--- src/rtl/fus_pkg.sv ---
package fus_pkg;

  typedef enum logic [2:0] {
    ST_IDLE,
    ST_UNLOCK,
    ST_ERASE_CMD,
    ST_ERASE_WAIT,
    ST_PROG_WAIT_DATA,
    ST_PROG_WRITE,
    ST_DONE,
    ST_ERROR
  } seqState_t;

  typedef struct packed {
    logic clrTimer;
    logic clrAddr;
    logic loadWord;
    logic incAddr;
    logic finish;
  } dpCmd_t;

  localparam logic [31:0] UNPROTECT_WORD = 32'hF07FFFFF;
  localparam logic [31:0] ERASE_WORD     = 32'hF04FFFFF;
  localparam logic        CTRL_REG_SEL   = 1'b1;

endpackage

--- src/rtl/fus_dpath.sv ---
module fus_dpath
  import fus_pkg::*;
#(
  parameter int ADDR_W    = 12,
  parameter int DATA_W    = 32,
  parameter int ERASE_CYC = 400,
  parameter int PROG_CYC  = 40
) (
  input  logic              clk,
  input  logic              rstN,
  input  dpCmd_t            cmd,
  input  logic [DATA_W-1:0] inData,
  input  logic [ADDR_W-1:0] endAddr,
  output logic [ADDR_W-1:0] flashAddr,
  output logic [DATA_W-1:0] flashWdata,
  output logic              eraseElapsed,
  output logic              progElapsed,
  output logic              atEnd,
  output logic              donePulse
);

  localparam int MAX_CYC = (ERASE_CYC > PROG_CYC) ? ERASE_CYC : PROG_CYC;
  localparam int CNT_W   = $clog2(MAX_CYC + 1);

  logic [CNT_W-1:0] timer;

  always_ff @(posedge clk) begin
    if (!rstN || cmd.clrTimer) timer <= '0;
    else                       timer <= timer + 1'b1;
  end

  assign eraseElapsed = (timer == CNT_W'(ERASE_CYC - 1));
  assign progElapsed  = (timer == CNT_W'(PROG_CYC - 1));

  always_ff @(posedge clk) begin
    if (!rstN || cmd.clrAddr) flashAddr <= '0;
    else if (cmd.incAddr)     flashAddr <= flashAddr + 1'b1;
  end

  always_ff @(posedge clk) begin
    if (!rstN)             flashWdata <= '0;
    else if (cmd.loadWord) flashWdata <= inData;
  end

  always_ff @(posedge clk) begin
    if (!rstN) donePulse <= 1'b0;
    else       donePulse <= cmd.finish;
  end

  assign atEnd = (flashAddr == endAddr);

  // the timer is cleared when a write begins, so it restarts per word
  a_r6_timer_restart: assert property (@(posedge clk) disable iff (!rstN)
    cmd.clrTimer |=> (timer == '0));

endmodule

--- src/rtl/fus_ctrl.sv ---
module fus_ctrl
  import fus_pkg::*;
(
  input  logic        clk,
  input  logic        rstN,
  input  logic        start,
  input  logic        csrWait,
  input  logic        flashWait,
  input  logic        inValid,
  input  logic        eraseElapsed,
  input  logic        progElapsed,
  input  logic        atEnd,
  output dpCmd_t      cmd,
  output logic        csrAddr,
  output logic        csrWrite,
  output logic [31:0] csrWdata,
  output logic        flashWrite,
  output logic        inReady,
  output logic        error
);

  seqState_t state, nextState;

  always_ff @(posedge clk) begin
    if (!rstN) state <= ST_IDLE;
    else       state <= nextState;
  end

  always_comb begin
    nextState = state;
    cmd       = '0;
    unique case (state)
      ST_IDLE: if (start) begin
        nextState   = ST_UNLOCK;
        cmd.clrAddr = 1'b1;
      end
      ST_UNLOCK: if (!csrWait) nextState = ST_ERASE_CMD;
      ST_ERASE_CMD: if (!csrWait) begin
        nextState    = ST_ERASE_WAIT;
        cmd.clrTimer = 1'b1;
      end
      ST_ERASE_WAIT: if (eraseElapsed) nextState = ST_PROG_WAIT_DATA;
      ST_PROG_WAIT_DATA: if (inValid) begin
        nextState    = ST_PROG_WRITE;
        cmd.loadWord = 1'b1;
        cmd.clrTimer = 1'b1;
      end
      ST_PROG_WRITE: begin
        if (!flashWait) begin
          cmd.incAddr = 1'b1;
          if (atEnd) begin
            nextState  = ST_DONE;
            cmd.finish = 1'b1;
          end else begin
            nextState = ST_PROG_WAIT_DATA;
          end
        end else if (progElapsed) begin
          nextState = ST_ERROR;
        end
      end
      ST_DONE, ST_ERROR: if (start) begin
        nextState   = ST_UNLOCK;
        cmd.clrAddr = 1'b1;
      end
      default: nextState = ST_IDLE;
    endcase
  end

  assign csrWrite   = (state == ST_UNLOCK) || (state == ST_ERASE_CMD);
  assign csrAddr    = CTRL_REG_SEL;
  assign csrWdata   = (state == ST_ERASE_CMD) ? ERASE_WORD : UNPROTECT_WORD;
  assign flashWrite = (state == ST_PROG_WRITE);
  assign inReady    = (state == ST_PROG_WAIT_DATA);
  assign error      = (state == ST_ERROR);

  // the erase wait is left only when the datapath timer says so
  a_r4_erase_hold: assert property (@(posedge clk) disable iff (!rstN)
    (state == ST_ERASE_WAIT && !eraseElapsed) |=> (state == ST_ERASE_WAIT));

  // a start during the erase wait does not restart the sequence
  a_r9_start_ignored: assert property (@(posedge clk) disable iff (!rstN)
    (state == ST_ERASE_WAIT && start) |=> (state != ST_UNLOCK));

  // the erase command follows only an accepted unprotect write
  a_r3_order: assert property (@(posedge clk) disable iff (!rstN)
    $rose(state == ST_ERASE_CMD) |-> ($past(state) == ST_UNLOCK && !$past(csrWait)));

endmodule

--- src/rtl/flash_update_seq.sv ---
module flash_update_seq
  import fus_pkg::*;
#(
  parameter int CLK_FREQ_HZ = 50_000_000,
  parameter int ERASE_MS    = 400,
  parameter int PROG_US     = 1000,
  parameter int ADDR_W      = 12,
  parameter int DATA_W      = 32
) (
  input  logic              clk,
  input  logic              rstN,
  input  logic              start,
  input  logic [ADDR_W-1:0] endAddr,
  output logic              csrAddr,
  output logic              csrWrite,
  output logic [31:0]       csrWdata,
  input  logic              csrWait,
  output logic [ADDR_W-1:0] flashAddr,
  output logic              flashWrite,
  output logic [DATA_W-1:0] flashWdata,
  input  logic              flashWait,
  input  logic [DATA_W-1:0] inData,
  input  logic              inValid,
  output logic              inReady,
  output logic              done,
  output logic              error
);

  localparam int KHZ       = CLK_FREQ_HZ / 1000;
  localparam int ERASE_RAW = KHZ * ERASE_MS;
  localparam int PROG_RAW  = KHZ * PROG_US / 1000;
  localparam int ERASE_CYC = (ERASE_RAW < 1) ? 1 : ERASE_RAW;
  localparam int PROG_CYC  = (PROG_RAW < 1) ? 1 : PROG_RAW;

  dpCmd_t cmd;
  logic   eraseElapsed, progElapsed, atEnd;

  fus_ctrl uCtrl (
    .clk(clk), .rstN(rstN), .start(start), .csrWait(csrWait),
    .flashWait(flashWait), .inValid(inValid), .eraseElapsed(eraseElapsed),
    .progElapsed(progElapsed), .atEnd(atEnd), .cmd(cmd), .csrAddr(csrAddr),
    .csrWrite(csrWrite), .csrWdata(csrWdata), .flashWrite(flashWrite),
    .inReady(inReady), .error(error)
  );

  fus_dpath #(
    .ADDR_W(ADDR_W), .DATA_W(DATA_W), .ERASE_CYC(ERASE_CYC), .PROG_CYC(PROG_CYC)
  ) uDpath (
    .clk(clk), .rstN(rstN), .cmd(cmd), .inData(inData), .endAddr(endAddr),
    .flashAddr(flashAddr), .flashWdata(flashWdata), .eraseElapsed(eraseElapsed),
    .progElapsed(progElapsed), .atEnd(atEnd), .donePulse(done)
  );

  // address and data hold while the flash stalls the write
  a_r5_hold_stable: assert property (@(posedge clk) disable iff (!rstN)
    (flashWrite && flashWait && !error) |=> (error || (flashWrite &&
      $stable(flashAddr) && $stable(flashWdata))));

  // done is a single-cycle pulse
  a_r7_done_single: assert property (@(posedge clk) disable iff (!rstN)
    done |=> !done);

  // error arises only from a stalled data write
  a_r8_error_cause: assert property (@(posedge clk) disable iff (!rstN)
    $rose(error) |-> $past(flashWrite && flashWait));

  // the two master ports are never driven in the same cycle
  a_r2_ports_exclusive: assert property (@(posedge clk) disable iff (!rstN)
    !(csrWrite && flashWrite));

  // a completed write that is not the last advances the address by one
  a_r6_addr_step: assert property (@(posedge clk) disable iff (!rstN)
    (flashWrite && !flashWait && !atEnd) |=> (flashAddr == $past(flashAddr) + 1'b1));

endmodule

--- config.mk ---
export PLATFORM = sky130hd
export DESIGN_NAME = flash_update_seq
export DESIGN_NICKNAME = d
export VERILOG_FILES = /design/src/rtl/fus_pkg.sv /design/src/rtl/fus_dpath.sv /design/src/rtl/fus_ctrl.sv /design/src/rtl/flash_update_seq.sv
export SDC_FILE = /design/constraint.sdc
export NUM_CORES = 1
export LEC_CHECK = 0
export CORE_ASPECT_RATIO = 2
export CORE_MARGIN = 5
export CORE_UTILIZATION = 45
export DETAILED_ROUTE_END_ITERATION = 16
export DONT_BUFFER_PORTS = 1
export HOLD_SLACK_MARGIN = 0.05
export PLACE_DENSITY = 0.72
export SKIP_LAST_GASP = 1
export SYNTH_ARGS = -nofsm -noshare
export SYNTH_HDL_FRONTEND = slang
export SYNTH_SLANG_ARGS = --single-unit
--- constraint.sdc ---
create_clock -name clk -period 2 [get_ports clk]
set_input_delay 0.4 -clock clk [delete_from_list [all_inputs] [get_ports clk]]
set_output_delay 0.4 -clock clk [all_outputs]
set_load 0.03 [all_outputs]
==> results.toml <==
[run_status]
status = "finished, final reports clean"

[placed_design]
pre_cts_ws_ns = 0.210
gp_congestion = 0.891
dp.cells = 523
dpl.hpwl_mm = 6.03
numPortBuffers = 0

[worst_setup_path]
critPathMaxStageDelay_ns = 0.53
startpoint = "uCtrl.state[0]$_SDFFE_PN0P_"
start_kind = "flop"
slowest_stage = "dfxtp_1"
cp.arrival_ns = 1.45
crit_fanout = 12
r2r_start = "uDpath.timer[0]$_SDFF_PP0_"
end_kind = "primary output"
critical_path_class = "reg2out"
worstPathRequired_ns = 1.60
path_cells = "nor2b_1 -> and2_1 -> buf_4"

[timing]
holdWs_ns = 0.207
tightest_slew_ns = 0.524
max_freq_mhz = 539
finalCriticalPeriod_ns = 1.85
final.setup_skew_ns = 0.00305
slew_headroom_pct = 64.7
fin_ws_ns = 0.146
final-hold-violation-count = 0
post-route-period-util_pct = 92.7
fin_tns_setup_ns = 0
setup_viol = 0
rsz0062_at_grt = "false"
finalMaxSlewViolations = 0

[power_and_ir_drop]
p_per_area_mw_per_mm2 = 868
power_leakage_uw = 0.00150
vdd_drop_max_v = 0.000472

[die]
num_rows = 46
die_x_um = 73.4
die_area_mm2 = 0.0100
initial_core_util_pct = 45.8
core_area_mm2 = 0.00789
die_y_um = 137
boundaryPins = 132

[clocking]
cts_buffer_depth = 2
path_clk_slew_ns = 0.06
cts_tree = "done"
holdBufCountCts = 0
cts_max_level = 3
clk-insertion-delay-late_ns = 0.33
postCtsSetupBuffers = 0
cts_buffers = 9
ctsRootBufferMaster = "clkbuf_16"
cts_sinks = 73
post_cts_resized = 0

[hold_path]
holdCritStartpoint = "rstN"
worstHoldPathType = "in2reg"

[layout]
layout_commonest_cell = "nand2_1"
antenna_cells = 0
fin_nets = 490
layout_common_cells = "nand2_1 (79), dfxtp_1 (73), nor2_1 (46)"
drive_gt1_share_pct = 12.0
syn_to_final_growth_pct = 9.66
final_core_util_pct = 50.2
finalNonFillerCells = 539

[route]
vias_per_cell = 5.22
antenna_left = 0
firstDrtPassIters = 4
drt_iter0_markers = 175
route.detailed.drc = 0
vias = 2812
drt-wirelength-per-cell_um = 14.6
drt-total-wl_mm = 7.89

[logic_synthesis]
syn_area_mm2 = 0.00361
synth-seq-cells = 73
ys_top_cells_by_area = "dfxtp_1 (40%), nand2_1 (8.2%), buf_4 (6.9%), a21boi_0 (6.7%), xor2_1 (6.3%)"
yosys.area.top_type = "dfxtp_1"
synth_warnings = 0
synth_edf_count = 0
synthArstFlopShare_pct = 0
yosysUniqueCellTypes = 49
syn_inst = 428
synthFlopType = "dfxtp_1"
synth_top_area_share_pct = 40.5
yosysSeqAreaShare_pct = 40.5
avgSynthCellArea_um2 = 8.44

[global_routing]
grt_first_pass_wirelength_mm = 12.1
grt_pass1_vias = 2554
grtUsageTotal_pct = 15.6
grt_overflow = 0
grt_max_degree = 40
grt_antenna_before_repair = 0

[job]
cap_viol_max_count = 0
-- synthesized netlist by cell type (2+ instances only) --
cell type,number
buf_4,33
buf_2,6
and3_1,6
nand3_1,13
xor2_1,26
inv_1,5
and4_1,5
or3_1,2
nor2b_1,2
o21ai_0,6
nor2_1,46
xnor2_1,20
nand2_1,79
nor4_4,2
clkbuf_1,13
nor4_1,6
nor3_1,9
a21oi_1,3
and2_1,3
ha_1,2
a21boi_0,32
nand4_1,8
dfxtp_1,73
nor4_2,2
conb_1,2
-- per-stage QoR --
| stage | area [um2] | total power [uW] |
|---|---|---|
| CTS | 3960 | 3490 |
| floorplan | 3720 | 1970 |
| detailed placement | 3680 | 1990 |
| global placement | 3680 | 1990 |
| finish | 3960 | 3440 |
| global route | 3960 | 3590 |
-- power by group --
group / switching, uW / internal [uW] / total, uW / leakage [uW]
sequential: 50.9 / 1480 / 1530 / 0.000589
clock: 604 / 871 / 1470 / 0.000127
combinational: 287 / 143 / 431 / 0.000785
-- worst paths after layout --
path	end	slack [ns]	cells after the start
setup / recovery	flashWrite	0.15	3
hold / removal	uDpath.donePulse$_SDFF_PP0_	0.21	2
setup reg to reg	uCtrl.state[1]$_SDFFE_PN0P_	0.20	6
hold reg to reg	uDpath.timer[0]$_SDFF_PP0_	0.47	1
-- area by class of cell --
cell class                 instances  area [um2]
clock buffer                      10         239
clock inverter                     6        43.8
fill                             742        3920
inverter                           5        18.8
multi-input combinational        325        1900
sequential                        73        1460
tap                               96         120
timing repair buffer              24         180
-- routing by layer --
| metal | share of wire (%) | vias up | global-route usage, % |
|---|---|---|---|
| met3 | 9.6 | 18 | 6.18 |
| met1 | 35 | 1314 | 15.7 |
| met5 | 0 | - | 0 |
| met4 | 3.0 | 0 | 7.86 |
| met2 | 53 | 99 | 27.0 |
| li1 | - | 1381 | - |
-- critical path: cells and delay by family (launching register included) --
family | cells | cell delay, ns
flops | 1 | 0.53
buf+inv | 1 | 0.18
simple gates | 2 | 0.41
-- sequential cells by signal, summed over array words and instances, names as in the netlist --
register and cells:
uCtrl.state 3, uDpath.donePulse 1, uDpath.timer 25, uDpath.flashAddr 12
uDpath.flashWdata 32
-- cells by family (layout without fill, tap and decap cells) --
logic type               count (synthesis)  count (layout)  share of synthesized area [%]
buffers and inverters                   59              45                           10.0
adder cells (fa/ha/maj)                  2               2                          0.693
AO/OA/AOI/OAI                           51              51                           10.2
multiplexers                             1               1                          0.277
flip-flops                              73              73                           40.5
other                                    2              31                          0.208
XOR/XNOR                                46              46                           11.2
AND/OR/NAND/NOR                        194             194                           27.0
No activity file was read; power rests on OpenSTA's default activity.
